$ cat config.mk
export PLATFORM = sky130hd
export DESIGN_NAME = sar_seq
export DESIGN_NICKNAME = d
export VERILOG_FILES = /design/src/rtl/sar_pkg.sv /design/src/rtl/sar_phase.sv /design/src/rtl/sar_tadgen.sv /design/src/rtl/sar_trial.sv /design/src/rtl/sar_seq.sv
export SDC_FILE = /design/constraint.sdc
export NUM_CORES = 1
export LEC_CHECK = 0
export BUFFER_PORTS_ARGS = -buffer_cell sky130_fd_sc_hd__buf_2
export CAP_MARGIN = 0
export CORE_MARGIN = 2
export CORE_UTILIZATION = 56
export DETAILED_ROUTE_END_ITERATION = 12
export PLACE_DENSITY_LB_ADDON = 0.15
export SLEW_MARGIN = 20
export SYNTH_ARGS = -nofsm -noshare
export SYNTH_HDL_FRONTEND = slang
export SYNTH_HIERARCHICAL = 1
export SYNTH_SLANG_ARGS = --single-unit
$ cat constraint.sdc
create_clock -name clk -period 3.2 [get_ports clk]
set_input_delay 0.32 -clock clk [delete_from_list [all_inputs] [get_ports clk]]
set_output_delay 0.32 -clock clk [all_outputs]
set_load 0.01 [all_outputs]
$ cat src/rtl/sar_pkg.sv
package sar_pkg;
  typedef enum logic [1:0] {
    ST_IDLE = 2'd0,
    ST_WAIT = 2'd1,
    ST_DLY  = 2'd2,
    ST_CONV = 2'd3
  } sar_state_e;

  localparam logic [1:0] SEL_RC = 2'd3;
endpackage

$ cat src/rtl/sar_phase.sv
module sar_phase #(
  parameter int PHASES = 4
) (
  input  logic clk,
  input  logic rst,
  output logic last_o
);
  localparam int PW = (PHASES > 1) ? $clog2(PHASES) : 1;
  logic [PW-1:0] ph;

  always_ff @(posedge clk) begin
    if (rst)                          ph <= '0;
    else if (ph == PW'(PHASES - 1))   ph <= '0;
    else                              ph <= ph + 1'b1;
  end

  assign last_o = (ph == PW'(PHASES - 1));
endmodule

$ cat src/rtl/sar_tadgen.sv
module sar_tadgen #(
  parameter int DIV0 = 2,
  parameter int DIV1 = 8,
  parameter int DIV2 = 32
) (
  input  logic       clk,
  input  logic       rst,
  input  logic       run_i,
  input  logic [1:0] sel_i,
  input  logic       rc_tick_i,
  output logic       tick_o
);
  import sar_pkg::*;
  localparam int MAXD01 = (DIV0 > DIV1) ? DIV0 : DIV1;
  localparam int MAXD   = (MAXD01 > DIV2) ? MAXD01 : DIV2;
  localparam int CW     = $clog2(MAXD);

  logic [CW-1:0] cnt, lim;

  always_comb begin
    case (sel_i)
      2'd0:    lim = CW'(DIV0 - 1);
      2'd1:    lim = CW'(DIV1 - 1);
      default: lim = CW'(DIV2 - 1);
    endcase
  end

  always_ff @(posedge clk) begin
    if (rst || !run_i)     cnt <= '0;
    else if (cnt == lim)   cnt <= '0;
    else                   cnt <= cnt + 1'b1;
  end

  assign tick_o = run_i && ((sel_i == SEL_RC) ? rc_tick_i : (cnt == lim));
endmodule

$ cat src/rtl/sar_trial.sv
module sar_trial #(
  parameter int NBITS = 10,
  parameter int SW    = 4
) (
  input  logic             clk,
  input  logic             rst,
  input  logic             clear_i,
  input  logic             start_i,
  input  logic             tick_i,
  input  logic [SW-1:0]    step_i,
  input  logic             cmp_i,
  output logic [NBITS-1:0] trial_o
);
  always_ff @(posedge clk) begin
    if (rst || clear_i) begin
      trial_o <= '0;
    end else if (start_i) begin
      trial_o <= NBITS'(1) << (NBITS - 1);
    end else if (tick_i && (int'(step_i) < NBITS)) begin
      for (int i = 0; i < NBITS; i++)
        if ((i == NBITS - 1 - int'(step_i)) && !cmp_i) trial_o[i] <= 1'b0;
      for (int j = 0; j < NBITS - 1; j++)
        if (j == NBITS - 2 - int'(step_i)) trial_o[j] <= 1'b1;
    end
  end
endmodule

$ cat src/rtl/sar_seq.sv
module sar_seq #(
  parameter int NBITS  = 10,
  parameter int TAIL   = 2,
  parameter int PHASES = 4,
  parameter int DIV0   = 2,
  parameter int DIV1   = 8,
  parameter int DIV2   = 32
) (
  input  logic             clk,
  input  logic             rst,
  input  logic             go_set_i,
  input  logic             go_clr_i,
  input  logic [1:0]       clk_sel_i,
  input  logic             rc_tick_i,
  input  logic             cmp_i,
  input  logic             flag_clr_i,
  output logic             q4_o,
  output logic             go_o,
  output logic             sampling_o,
  output logic [NBITS-1:0] dac_o,
  output logic [NBITS-1:0] result_o,
  output logic             flag_o
);
  import sar_pkg::*;
  localparam int NSTEPS = NBITS + TAIL;
  localparam int SW     = $clog2(NSTEPS);
  localparam int DW     = (PHASES > 1) ? $clog2(PHASES) : 1;

  sar_state_e    state;
  logic [1:0]    sel_q;
  logic [SW-1:0] step;
  logic [DW-1:0] dly;
  logic          tick, start_w, done_w, abort_w;

  sar_phase #(.PHASES(PHASES)) u_phase (
    .clk(clk), .rst(rst), .last_o(q4_o)
  );

  sar_tadgen #(.DIV0(DIV0), .DIV1(DIV1), .DIV2(DIV2)) u_tad (
    .clk(clk), .rst(rst), .run_i(state == ST_CONV), .sel_i(sel_q),
    .rc_tick_i(rc_tick_i), .tick_o(tick)
  );

  assign abort_w = go_clr_i && (state != ST_IDLE);
  assign start_w = (state == ST_WAIT) && q4_o && !go_clr_i;
  assign done_w  = (state == ST_CONV) && tick && (step == SW'(NSTEPS - 1)) && !go_clr_i;

  sar_trial #(.NBITS(NBITS), .SW(SW)) u_trial (
    .clk(clk), .rst(rst), .clear_i(abort_w || done_w), .start_i(start_w),
    .tick_i(tick && (state == ST_CONV)), .step_i(step), .cmp_i(cmp_i),
    .trial_o(dac_o)
  );

  always_ff @(posedge clk) begin
    if (rst) begin
      state    <= ST_IDLE;
      go_o     <= 1'b0;
      sel_q    <= 2'd0;
      step     <= '0;
      dly      <= '0;
      result_o <= '0;
      flag_o   <= 1'b0;
    end else begin
      if (done_w)          flag_o <= 1'b1;
      else if (flag_clr_i) flag_o <= 1'b0;

      if (abort_w) begin
        state <= ST_IDLE;
        go_o  <= 1'b0;
      end else begin
        case (state)
          ST_IDLE: if (go_set_i) begin
            state <= ST_WAIT;
            go_o  <= 1'b1;
            sel_q <= clk_sel_i;
          end
          ST_WAIT: if (q4_o) begin
            state <= (sel_q == SEL_RC) ? ST_DLY : ST_CONV;
            dly   <= '0;
            step  <= '0;
          end
          ST_DLY: begin
            if (dly == DW'(PHASES - 1)) state <= ST_CONV;
            else                        dly   <= dly + 1'b1;
          end
          default: if (tick) begin
            if (step == SW'(NSTEPS - 1)) begin
              state    <= ST_IDLE;
              go_o     <= 1'b0;
              result_o <= dac_o;
            end else begin
              step <= step + 1'b1;
            end
          end
        endcase
      end
    end
  end

  assign sampling_o = (state == ST_IDLE) || (state == ST_WAIT);
endmodule

=== Word-level counts from Yosys, hierarchy flattened ===
Cells that the tools add are included.

* Add/subtract/negate cells: 6
* Magnitude comparators: 1
* Eq/ne operators: 31
* Multiplexer cells: 43
* Bitwise operators: 4
* Reductions and logical operators: 71

{| class="wikitable"
|+ Operators with widths
! operator !! number
|-
| == test 4 x 32 -> 1 bit (first input constant) || 8
|-
| == test 3 x 32 -> 1 bit (first input constant) || 4
|-
| == test 5 x 32 -> 1 bit (first input constant) || 3
|-
| == test 2 x 32 -> 1 bit (first input constant) || 2
|-
| logical NOT 32 bit || 2
|-
| nonzero test 2 bit || 17
|-
| two-way mux 1 bit || 26
|-
| two-way mux 10 bit || 2
|-
| AND reduction 2 bit || 10
|-
| logical AND 1 bit || 18
|-
| two-way mux 2 bit || 7
|-
| two-way mux 4 bit || 3
|-
| AND reduction 4 bit || 3
|-
| OR reduction 2 bit || 6
|-
| == test 2 bit (second input constant) || 5
|-
| != test 2 bit (second input constant) || 5
|-
| one-hot mux 5 bit (2 select lines) || 1
|-
| AND reduction 5 bit || 2
|-
| subtractor 4 x 4 -> 5 bit (first input constant) || 2
|-
| one-hot mux 4 bit (2 select lines) || 1
|-
| nonzero test 4 bit || 2
|-
| one-hot mux 2 bit (3 select lines) || 1
|-
| adder 5 x 1 -> 5 bit (second input constant) || 1
|-
| == test 5 bit || 1
|-
| 13 further kinds || 24
|}

* Register bits: 39
* Input port bits: 9
* Output and inout port bits: 24
* Word-level logic and storage cells: 175

=== Depth between registers and ports, before layout ===
Gate-level depths: netlist of run 1.

* Word-level depth: 11
* Gate-level depth with buffers: 9
* Depth with buffers taken out: 9

=== By module ===
The synthesis of run 1 kept the hierarchy.

{| class="wikitable"
|+ By module, submodules not included
! module !! times used !! cells an instance !! area each (sq um) !! sequential area each (sq um)
|-
| sar_seq || 1 || 132 || 1136.1 || 440.4
|-
| sar_trial || 1 || 68 || 589.3 || 200.2
|-
| sar_tadgen || 1 || 30 || 265.3 || 100.1
|-
| sar_phase || 1 || 5 || 75.1 || 40.0
|}

=== Worst setup path after synthesis of run 1 ===
No wires, ideal clock.

* Path kind: register to register
* Start point: register u_tad.cnt[2]
* End point: register u_trial.trial_o[1]
* Library setup time: 0.127 ns
* Arrival time: 2.474 ns
* Required time: 3.073 ns
* Path slack: 0.599 ns
* Stages on the path, launching flop included: 8
* Path buffers: 0
* Clock period less this slack: 2.601 ns
* Path through: dfxtp_1 -> or4_1 -> a221oi_2 -> a31o_1 -> and2_1 -> or3b_4 -> a2111oi_4 -> o22ai_1

* Longest elaborated chain between the ends: 9
* Elaborated cells between the ends (all ways): 11
* Those cells by class: 1 x eq/ne; 1 x mux; 9 x reduce/logical

{| class="wikitable"
|+ RTL lines
! element !! RTL line !! source
|-
| start, declared || sar_tadgen.sv:18 || <nowiki>logic [CW-1:0] cnt, lim;</nowiki>
|-
| start signal, assigned || sar_tadgen.sv:31 || <nowiki>else cnt <= cnt + 1'b1;</nowiki>
|-
| == test 5 bit (*) || sar_tadgen.sv:34 || <nowiki>assign tick_o = run_i && ((sel_i == SEL_RC) ? rc_tick_i : (cnt == lim));</nowiki>
|-
| two-way mux 1 bit (*) || sar_tadgen.sv:34 ||
|-
| logical AND 1 bit (*) || sar_tadgen.sv:34 ||
|-
| named net tick || sar_seq.sv:33 || <nowiki>logic tick, start_w, done_w, abort_w;</nowiki>
|-
| logical AND 1 bit (*) || sar_seq.sv:46, sar_seq.sv:50 ||
|-
| logical AND 1 bit (2 in a row) || sar_seq.sv:46 || <nowiki>assign done_w = (state == ST_CONV) && tick && (step == SW'(NSTEPS - 1)) && !go_clr_i;</nowiki>
|-
| logical OR 1 bit || sar_seq.sv:49 || <nowiki>.clk(clk), .rst(rst), .clear_i(abort_w || done_w), .start_i(start_w),</nowiki>
|-
| logical OR 1 bit || sar_trial.sv:15 || <nowiki>if (rst || clear_i) begin</nowiki>
|-
| OR reduction 2 bit (no line) || -- ||
|-
| end signal, assigned || sar_trial.sv:18 || <nowiki>trial_o <= NBITS'(1) << (NBITS - 1);</nowiki>
|-
| end, declared || sar_trial.sv:12 || <nowiki>output logic [NBITS-1:0] trial_o</nowiki>
|}

Mark *: on every way through the listed nets, which the timed path passes. The rest lies on a longest branch.
A chain may end at the register's enable or synchronous reset.

=== Worst setup path in the final report of run 1 ===
Same ends and word-level chain as after synthesis.

==> run metrics, run 1 <==
status=completed; TritonCTS clock tree=built; Initial Util=between 50% and 60%; startpoint types=flip-flop; nets@finish=about 290; clock slew at reported path FFs=approximately 0.070 ns; placed cell count=between 300 and 400; initial drt markers=roughly 150; overall routing resource usage=22.3%; post-CTS setup buffers=0; period utilization=87.2%; largest net degree at the start of global routing=28; TritonCTS buffer count=5; total power=0.00116 W; TritonCTS Sinks=39; Die Width=~65 microns; routed vias=about 1800; final hold viol count=0; layout cells sized above 1=20.3%; Yosys cell types=55; worst hold stages=3; initial antenna violation count=0; Reg2Reg Setup Slack=around 0.41 ns; CTS Root Cell=clkbuf_8; Overflow after GRT=0; row count=22; RSZ-0062 raised after global routing=false; clock skew=0.00408 ns; crit-path cells=or4_1, a221oi_2, a31o_1, and2_1, or3b_4, a2111oi_4, o22ai_1; TritonRoute pass-1 iters=4; Hold/Removal Path Class=in2reg; Worst setup startpoint=u_tad/cnt[2]; Max-cap violations=0; CP max stage cell=or4_1; Detail Route Antenna Nets=0; Critical Path RT=3.37 ns; Finished Layout Cells=314; hold path startpoint=clk_sel_i[1]; final wirelength=4330 microns; Leakage Power=0.984 nW; die area=4190 sq um; reg2reg start=u_tad/cnt[2]; asr flop ratio synth=0%; Buf/Inv on CP=0; Post-synth EDFFs=0; GPL Wtd Cong=0.875; vias in the first global route=1606; CP max FO=7; Setup TNS Final=0 ns; Port Buf Inserts=32; Critical Path AT=2.96 ns; CTS max path bufs=2; CORE AREA=3610 sq um; Ant. Diodes=0; Post-synth top flop=dfxtp_1; first-pass GRT wire length=7200 microns; Syn Area/Cell=8.79 sq um; Top delay family on crit path=simple AND/OR/NAND/NOR gates; VDD IR max=between 0.0003 and 0.0004 V; Clk Latency, worst-skew pair=0.29 ns; Worst Reg-to-Reg Cells=7; Die Y=64.7 microns; H-tree levels=2; drt wl/cell=13.8 microns; DRC=0; syn_nets=255; fin crit period=2.79 ns; Crit. path cell count=7; Resize count post-CTS=0; CP peak stage delay=0.55 ns; max_slew headroom=61.4%; number of I/O pins=33; Mapped Cells=235; Seq/Total Area, Yosys=between 30% and 40%; Power Density=500 nW/um^2; mapped cell area=roughly 2100 sq um; HPWL after DPL=3180 microns; Seq cells post-synth=39; commonest non-fill, non-tap cell in the layout=dfxtp_1; vias per cell=5.67; slew at the pin closest to its max-slew limit=0.578 ns; setup violators final=0; area grow syn2layout=12.4%; most frequent cells in the layout=dfxtp_1 (39), buf_2 (32), nor2_1 (21); WS Path Type=reg2reg; Post-Layout Inst Area=2320 sq um; Hold-fix buffers, CTS=0; number of synthesis warnings=6; Crit. End Element=flip-flop; fmax=358 MHz; Area after DPL=2230 sq um; max-slew violations=0
==> area by class of cell <==
class | count | area, sq um
fillers | 331 | 1280
clock buffers | 6 | 82.6
well taps | 48 | 60.1
inverters | 10 | 37.5
flip-flops and latches | 39 | 781
repair buffers | 33 | 168
clock inverters | 1 | 5.00
multi-input cells | 177 | 1190
==> cells in the mapped netlist (all sizes together), types with 2 or more instances <==
cell type / number / area share, %
dfxtp: 39 / 38
nor2: 21 / 3.8
nand2: 20 / 3.6
a21oi: 18 / 4.4
nor3: 14 / 3.6
ha: 11 / 6.7
mux2i: 11 / 5.3
o21ai: 11 / 2.7
inv: 10 / 1.8
nand3: 7 / 1.7
buf: 6 / 2.3
nor3b: 5 / 2.1
a211oi: 4 / 1.5
nand2b: 4 / 1.2
nand3b: 4 / 1.5
a31oi: 3 / 0.91
clkbuf: 3 / 0.55
nor2b: 3 / 0.91
nor4: 3 / 1.2
or2: 3 / 1.0
a2111oi: 2 / 1.8
a31o: 2 / 0.85
and2: 2 / 0.61
and3b: 2 / 0.91
nand4: 2 / 0.61
nand4b: 2 / 0.85
o31ai: 2 / 0.73
or3: 2 / 0.67
or3b: 2 / 0.97
or4: 2 / 0.91
xnor2: 2 / 0.85
xor2: 2 / 0.85
==> report_power, final <==
group / leakage, nW / internal, W / switching [W]
sequential: 0.315 / 0.000511 / 0.0000307
clock: 0.0470 / 0.000169 / 0.000165
combinational: 0.621 / 0.000117 / 0.000168
total: 0.984 / 0.000797 / 0.000364
==> worst min-delay path, delay by kind of cell <==
kind,cells,cell delay (ns)
compound gates,1,0.05
buf+inv,1,0.09
simple gates,1,0.06
==> routing by layer <==
| metal | vias up | share of wire [%] | GRT usage (%) |
|---|---|---|---|
| met2 | 39 | 47 | 37.2 |
| met4 | 0 | 2.1 | 9.31 |
| li1 | 907 | - | - |
| met3 | 10 | 3.7 | 5.90 |
| met1 | 824 | 47 | 27.1 |
| met5 | - | 0 | 0 |
==> kinds of logic after synthesis <==
family	after synthesis	share of synthesized area (%)
flops	39	37.8
fa+ha+maj	11	6.66
simple gates	102	28.0
mux	11	5.33
compound gates	49	15.8
buf+inv	19	4.66
xor+xnor	4	1.70
==> stage by stage <==
step	worst slack, ns	hold WS [ns]	util [%]
6_report	0.410	0.279	64.4
4_1_cts	0.419	0.275	64.4
3_3_place_gp	0.477	0.422	62.0
2_1_floorplan	0.599	0.391	-
5_1_grt	0.248	0.284	64.4
3_5_place_dp	0.425	0.424	62.0
==> state kept, by name, summed over array words and instances (netlist names) <==
name,count
go_o,1
dly,2
u_trial/trial_o,10
state,2
u_phase/ph,2
flag_o,1
u_tad/cnt,5
step,4
result_o,10
sel_q,2
==> worst paths after layout <==
check / to
max: u_trial/trial_o[1]
min: sel_q[1]
max reg2reg: u_trial/trial_o[1]
min reg2reg: u_phase/ph[0]
(Power assumes the default switching activity.)
==> run 2: changes to the inputs <==
--- a/config.mk
+++ b/config.mk
@@ -8,7 +8,8 @@
 export BUFFER_PORTS_ARGS = -buffer_cell sky130_fd_sc_hd__buf_2
 export CAP_MARGIN = 0
 export CORE_MARGIN = 2
-export CORE_UTILIZATION = 56
+export CORE_UTILIZATION = 58
+export CTS_BUF_LIST = sky130_fd_sc_hd__clkbuf_8
 export DETAILED_ROUTE_END_ITERATION = 12
 export PLACE_DENSITY_LB_ADDON = 0.15
 export SLEW_MARGIN = 20
==> constraint.sdc (replaced) <==
create_clock -name clk -period 3.2 [get_ports clk]
set_input_delay 0 -clock clk [delete_from_list [all_inputs] [get_ports clk]]
set_output_delay 0 -clock clk [all_outputs]
set_load 0.01 [all_outputs]
==> run 2 against run 1 <==
Effect of this change: first-iteration DRC count decreased by 40%; non-clock buffer count increased by 4; setup slack got worse by 0.029 ns; core utilization is 6.0 points higher; routed wire length down 4.2%; count of clock-buffer cells in the layout shrank 1; critical endpoint unchanged.
==> run metrics, run 2 (synthesis results as in run 1) <==
DRC=0 (unchanged); switch share=30.3% (was 31.4%); FF+latch area=781 sq um (unchanged); initial drt markers=88 (was 146); Setup TNS Final=0 ns (unchanged); VDD IR max=0.000469 V (was 0.000311 V); fmax=355 MHz (was 358 MHz); max-slew violations=0 (unchanged); Pint=0.000865 W (was 0.000797 W); status=completed (unchanged); WS Path Type=reg2reg (unchanged); Gate power share=23.5% (was 24.6%); number of I/O pins=33 (unchanged); TritonCTS buffer count=5 (unchanged); Detail Route Antenna Nets=0 (unchanged); row count=21 (was 22); reg2reg start=u_tad/cnt[2] (unchanged); post-CTS setup buffers=0 (unchanged); Crit. End Element=flip-flop (unchanged); Die Y=63.7 microns (was 64.7 microns); vias in the first global route=1554 (was 1606); Ant. Diodes=0 (unchanged); TritonCTS Sinks=39 (unchanged); fin crit period=2.82 ns (was 2.79 ns); Critical Path AT=3.00 ns (was 2.96 ns); nets@finish=290 (was 286); initial antenna violation count=0 (unchanged); Resize count post-CTS=0 (unchanged); vias per cell=5.60 (was 5.67); share of total power in the clock network=32.8% (was 28.8%); Critical Path RT=3.38 ns (was 3.37 ns); sequential power share=43.7% (was 46.6%); GPL Wtd Cong=0.804 (was 0.875); CTS max path bufs=2 (unchanged); startpoint types=flip-flop (unchanged); Hold-fix buffers, CTS=4 (was 0); H-tree levels=2 (unchanged); drt wl/cell=13.1 microns (was 13.8 microns); TritonRoute pass-1 iters=4 (unchanged); overall routing resource usage=22.6% (was 22.3%); NetSw=0.000376 W (was 0.000364 W); RSZ-0062 raised after global routing=false (unchanged); CORE AREA=3390 sq um (was 3610 sq um); HPWL after DPL=2850 microns (was 3180 microns); Overflow after GRT=0 (unchanged); clock skew=0.00533 ns (was 0.00408 ns); Max-cap violations=0 (unchanged); FILL cells=279 (was 331); Leakage Power=1.01 nW (was 0.984 nW); total power=0.00124 W (was 0.00116 W); clock slew at reported path FFs=0.08 ns (was 0.07 ns); setup violators final=0 (unchanged); Clk Latency, worst-skew pair=0.30 ns (was 0.29 ns); minimum hold slack=0.0106 ns (was 0.279 ns); area grow syn2layout=15.4% (was 12.4%); Die Width=63.7 microns (was 64.7 microns); routed vias=1775 (was 1780); Worst Setup Slack, final=0.381 ns (was 0.410 ns); max_slew headroom=61.2% (was 61.4%); TritonCTS clock tree=built (unchanged); area of the multi-input gates=1190 sq um (unchanged); first-pass GRT wire length=7070 microns (was 7200 microns); Hold/Removal Path Class=in2reg (unchanged); period utilization=88.1% (was 87.2%); DP Worst Slack=0.400 ns (was 0.425 ns); commonest non-fill, non-tap cell in the layout=dfxtp_1 (unchanged); Worst setup startpoint=u_tad/cnt[2] (unchanged); final wirelength=4150 microns (was 4330 microns); Initial Util=60.9% (was 57.3%); layout cells sized above 1=20.3% (about the same); CP max FO=7 (unchanged); hold path startpoint=go_set_i (was clk_sel_i[1]); CTS Root Cell=clkbuf_8 (unchanged); final hold viol count=0 (unchanged); most frequent cells in the layout=dfxtp_1 (39), buf_2 (32), nor2_1 (21) (unchanged); Largest regs=result_o: 10 flops, u_trial/trial_o: 10 flops, u_tad/cnt: 5 flops (unchanged); Port Buf Inserts=32 (unchanged); die area=4060 sq um (was 4190 sq um); largest net degree at the start of global routing=28 (unchanged); Power Density=520 nW/um^2 (was 500 nW/um^2); slew at the pin closest to its max-slew limit=0.581 ns (was 0.578 ns)
## run 2: cell count changes in the layout (fill, tap and decap cells not counted)
cell           change
clkbuf_8           -1
clkinv_4           +1
bufinv_16          +1
dlygate4sd3_1      +4
## run 2: critical path, stage by stage (launching register included)
cell and delay [ns]:
dfxtp_1 0.38, or4_1 0.56, a221oi_2 0.37, a31o_1 0.30, and2_1 0.21, or3b_4 0.44
a2111oi_4 0.33, o22ai_1 0.12
## run 2: final timing paths
path,end,slack (ns),cells after the start
hold / removal,sel_q[1],0.01,3
setup / recovery,u_trial/trial_o[1],0.38,7
hold reg to reg,u_phase/ph[0],0.43,1
setup reg to reg,u_trial/trial_o[1],0.38,7
## run 2: stage by stage
step / util (%) / cells / area, sq um
final: 70.4 / 317 / 2380
after floorplan: - / 235 / 2070
after CTS: 70.4 / 317 / 2380
after global placement: 65.9 / 305 / 2230
after global routing: 70.4 / 317 / 2380
after detailed placement: 65.9 / 305 / 2230
## run 2: power by group through the flow
stage	Combinational (W)	Clock (W)	Sequential (W)
2_1_floorplan	0.000236	0	0.000545
3_3_place_gp	0.000280	0	0.000551
3_5_place_dp	0.000280	0	0.000552
4_1_cts	0.000289	0.000419	0.000541
5_1_grt	0.000322	0.000444	0.000545
6_report	0.000291	0.000407	0.000542
## run 2: final cells by class
cell class / count / area share, %
clock buffers: 5 / 2.89
clock inverters: 3 / 1.84
inverters: 10 / 1.57
multi-input cells: 177 / 49.8
flip-flops and latches: 39 / 32.7
well taps: 46 / 2.41
repair buffers: 37 / 8.71
## run 2: metal layers
layer,GRT usage [%],vias to the layer above,share of wire [%]
li1,-,919,-
met1,28.7,795,47
met2,33.8,52,45
met3,5.54,9,5.5
met4,14.9,0,2.3
met5,0,-,0
==> run 3: changes to the inputs <==
--- a/config.mk
+++ b/config.mk
@@ -5,13 +5,14 @@
 export SDC_FILE = /design/constraint.sdc
 export NUM_CORES = 1
 export LEC_CHECK = 0
-export BUFFER_PORTS_ARGS = -buffer_cell sky130_fd_sc_hd__buf_2
+export BUFFER_PORTS_ARGS = -buffer_cell sky130_fd_sc_hd__buf_4
 export CAP_MARGIN = 0
 export CORE_MARGIN = 2
 export CORE_UTILIZATION = 58
 export CTS_BUF_LIST = sky130_fd_sc_hd__clkbuf_8
 export DETAILED_ROUTE_END_ITERATION = 12
 export PLACE_DENSITY_LB_ADDON = 0.15
+export RECOVER_POWER = 25
 export SLEW_MARGIN = 20
 export SYNTH_ARGS = -nofsm -noshare
 export SYNTH_HDL_FRONTEND = slang
==> run 3 against run 2 <==
Effect of this change: via count is 2.4% higher; first-iteration DRC count shrank 5.7%; setup slack worse by 0.038 ns; total power is 0.58% lower; sequential cell count is the same; non-clock buffer count decreased by 1; clock power down 1%; combinational power about the same; register-to-register slack got worse by 0.04 ns; count of clock-buffer cells in the layout unchanged; clock skew fell by 0.00089 ns; design area rose by 0.58%; largest cell class unchanged.
==> run metrics, run 3 (synthesis results as in run 1) <==
fin crit period=2.86 ns (was 2.82 ns); clock skew=0.00444 ns (was 0.00533 ns); Reg2Reg Setup Slack=0.34 ns (was 0.38 ns); Setup TNS Final=0 ns (unchanged); period utilization=89.3% (was 88.1%); GPL Wtd Cong=0.852 (was 0.804); Post-Layout Inst Area=2400 sq um (was 2380 sq um); nets@finish=289 (was 290); reg2reg start=u_tad/cnt[2] (unchanged); area grow syn2layout=16.1% (was 15.4%); first-pass GRT wire length=7090 microns (was 7070 microns); routed vias=1818 (was 1775); Worst Setup Slack, final=0.342 ns (was 0.381 ns); TritonCTS Sinks=39 (unchanged); Clk Latency, worst-skew pair=0.29 ns (was 0.30 ns); Worst Reg-to-Reg Cells=7 (unchanged); fmax=350 MHz (was 355 MHz); max_slew headroom=63.2% (was 61.2%); Detail Route Antenna Nets=0 (unchanged); final wirelength=4180 microns (was 4150 microns); Overflow after GRT=0 (unchanged); DP Worst Slack=0.404 ns (was 0.400 ns); Critical Path RT=3.38 ns (about the same); CORE AREA=3390 sq um (unchanged); layout cells sized above 1=14.8% (was 20.3%); FILL cells=295 (was 279); initial antenna violation count=0 (unchanged); worst reg2reg endpoint=u_trial/trial_o[1] (unchanged); HPWL after DPL=2950 microns (was 2850 microns); most frequent cells in the layout=dfxtp_1 (39), nor2_1 (21), nand2_1 (20) (was dfxtp_1 (39), buf_2 (32), nor2_1 (21)); Die Y=63.7 microns (unchanged); Leakage Power=0.949 nW (was 1.01 nW); row count=21 (unchanged); die area=4060 sq um (unchanged); H-tree levels=2 (unchanged); hold path startpoint=go_set_i (unchanged); vias in the first global route=1559 (was 1554); minimum hold slack=0.00652 ns (was 0.0106 ns); RSZ-0062 raised after global routing=false (unchanged); Hold/Removal Path Class=in2reg (unchanged); setup violators final=0 (unchanged); post-CTS setup buffers=0 (unchanged); CP max FO=7 (unchanged); VDD IR max=0.000439 V (was 0.000469 V); vias per cell=5.75 (was 5.60); number of I/O pins=33 (unchanged); Die Width=63.7 microns (unchanged); max-slew violations=0 (unchanged); TritonRoute pass-1 iters=4 (unchanged); TritonCTS buffer count=5 (unchanged); Worst setup startpoint=u_tad/cnt[2] (unchanged); Crit. End Element=flip-flop (unchanged); commonest non-fill, non-tap cell in the layout=dfxtp_1 (unchanged); status=completed (unchanged); initial drt markers=83 (was 88); Largest regs=result_o: 10 flops, u_trial/trial_o: 10 flops, u_tad/cnt: 5 flops (unchanged); clock slew at reported path FFs=0.08 ns (about the same); overall routing resource usage=22.1% (was 22.6%); drt wl/cell=13.2 microns (was 13.1 microns); Ant. Diodes=0 (unchanged); TritonCTS clock tree=built (unchanged); worst hold stages=3 (unchanged); Initial Util=60.9% (unchanged); startpoint types=flip-flop (unchanged); DRC=0 (unchanged); Power Density=514 nW/um^2 (was 520 nW/um^2); Port Buf Inserts=32 (unchanged); largest net degree at the start of global routing=28 (unchanged); Area after DPL=2310 sq um (was 2230 sq um); final hold viol count=0 (unchanged); slew at the pin closest to its max-slew limit=0.551 ns (was 0.581 ns); CTS Root Cell=clkbuf_8 (unchanged); WS Path Type=reg2reg (unchanged); Critical Path AT=3.03 ns (was 3.00 ns); Hold Path Sink=sel_q[0] (was sel_q[1]); Max-cap violations=0 (unchanged); CTS max path bufs=2 (unchanged)
## run 3: cell count changes in the layout (fill, tap and decap cells not counted)
cell / previous run / this run
buf_2: 32 / 0
dlygate4sd3_1: 4 / 3
buf_4: 1 / 18
clkbuf_1: 0 / 15
## run 3: worst max-delay path by stage
stage | to | slack [ns] | depth (start not counted)
final | u_trial/trial_o[1] | 0.34 | 7
after global routing | u_trial/trial_o[1] | 0.18 | 7
after CTS | u_trial/trial_o[1] | 0.37 | 7
after detailed placement | u_trial/trial_o[1] | 0.40 | 7
after global placement | u_trial/trial_o[1] | 0.48 | 7
after floorplan | u_trial/trial_o[1] | 0.60 | 7
## run 3: through the flow
| step | util [%] | power, W | cells |
|---|---|---|---|
| floorplan | - | 0.000782 | 235 |
| global placement | 68.2 | 0.000842 | 305 |
| detailed placement | 68.2 | 0.000843 | 305 |
| CTS | 72.4 | 0.00125 | 316 |
| global route | 70.8 | 0.00130 | 316 |
| finish | 70.8 | 0.00123 | 316 |
## run 3: per-layer routing
layer  part of all wire (%)  GRT usage, %
met5                      0             0
met4                    1.6          8.97
met3                    4.5          5.54
met2                     45          34.3
met1                     48          29.3
## run 3: area by class of cell
class,instances,area [sq um],share of cell area (%)
Sequential cell,39,781,32.6
Clock buffer,5,68.8,2.87
Inverter,10,37.5,1.56
Tap cell,46,57.6,2.40
Clock inverter,3,43.8,1.83
Multi-Input combinational cell,177,1190,49.6
Timing Repair Buffer,36,221,9.23
## run 3: timing repair
action	in CTS	in global routing
hold endpoints to repair	3	0
hold buffers	3	0
gates resized for setup	0	0
## run 3: worst max-delay path, stage by stage, from the launching register on
cell and delay [ns]:
dfxtp_1 0.37, or4_1 0.56, a221oi_2 0.39, a31o_1 0.31, and2_1 0.22, or3b_4 0.44
a2111oi_4 0.32, o22ai_1 0.12
## run 3: where the power goes
| group | total [W] | leakage [nW] | internal (W) | switching [W] |
|---|---|---|---|---|
| clock | 0.000401 | 0.0581 | 0.000232 | 0.000169 |
| sequential | 0.000542 | 0.315 | 0.000511 | 0.0000309 |
| combinational | 0.000291 | 0.576 | 0.000124 | 0.000167 |
| total | 0.00123 | 0.949 | 0.000867 | 0.000366 |
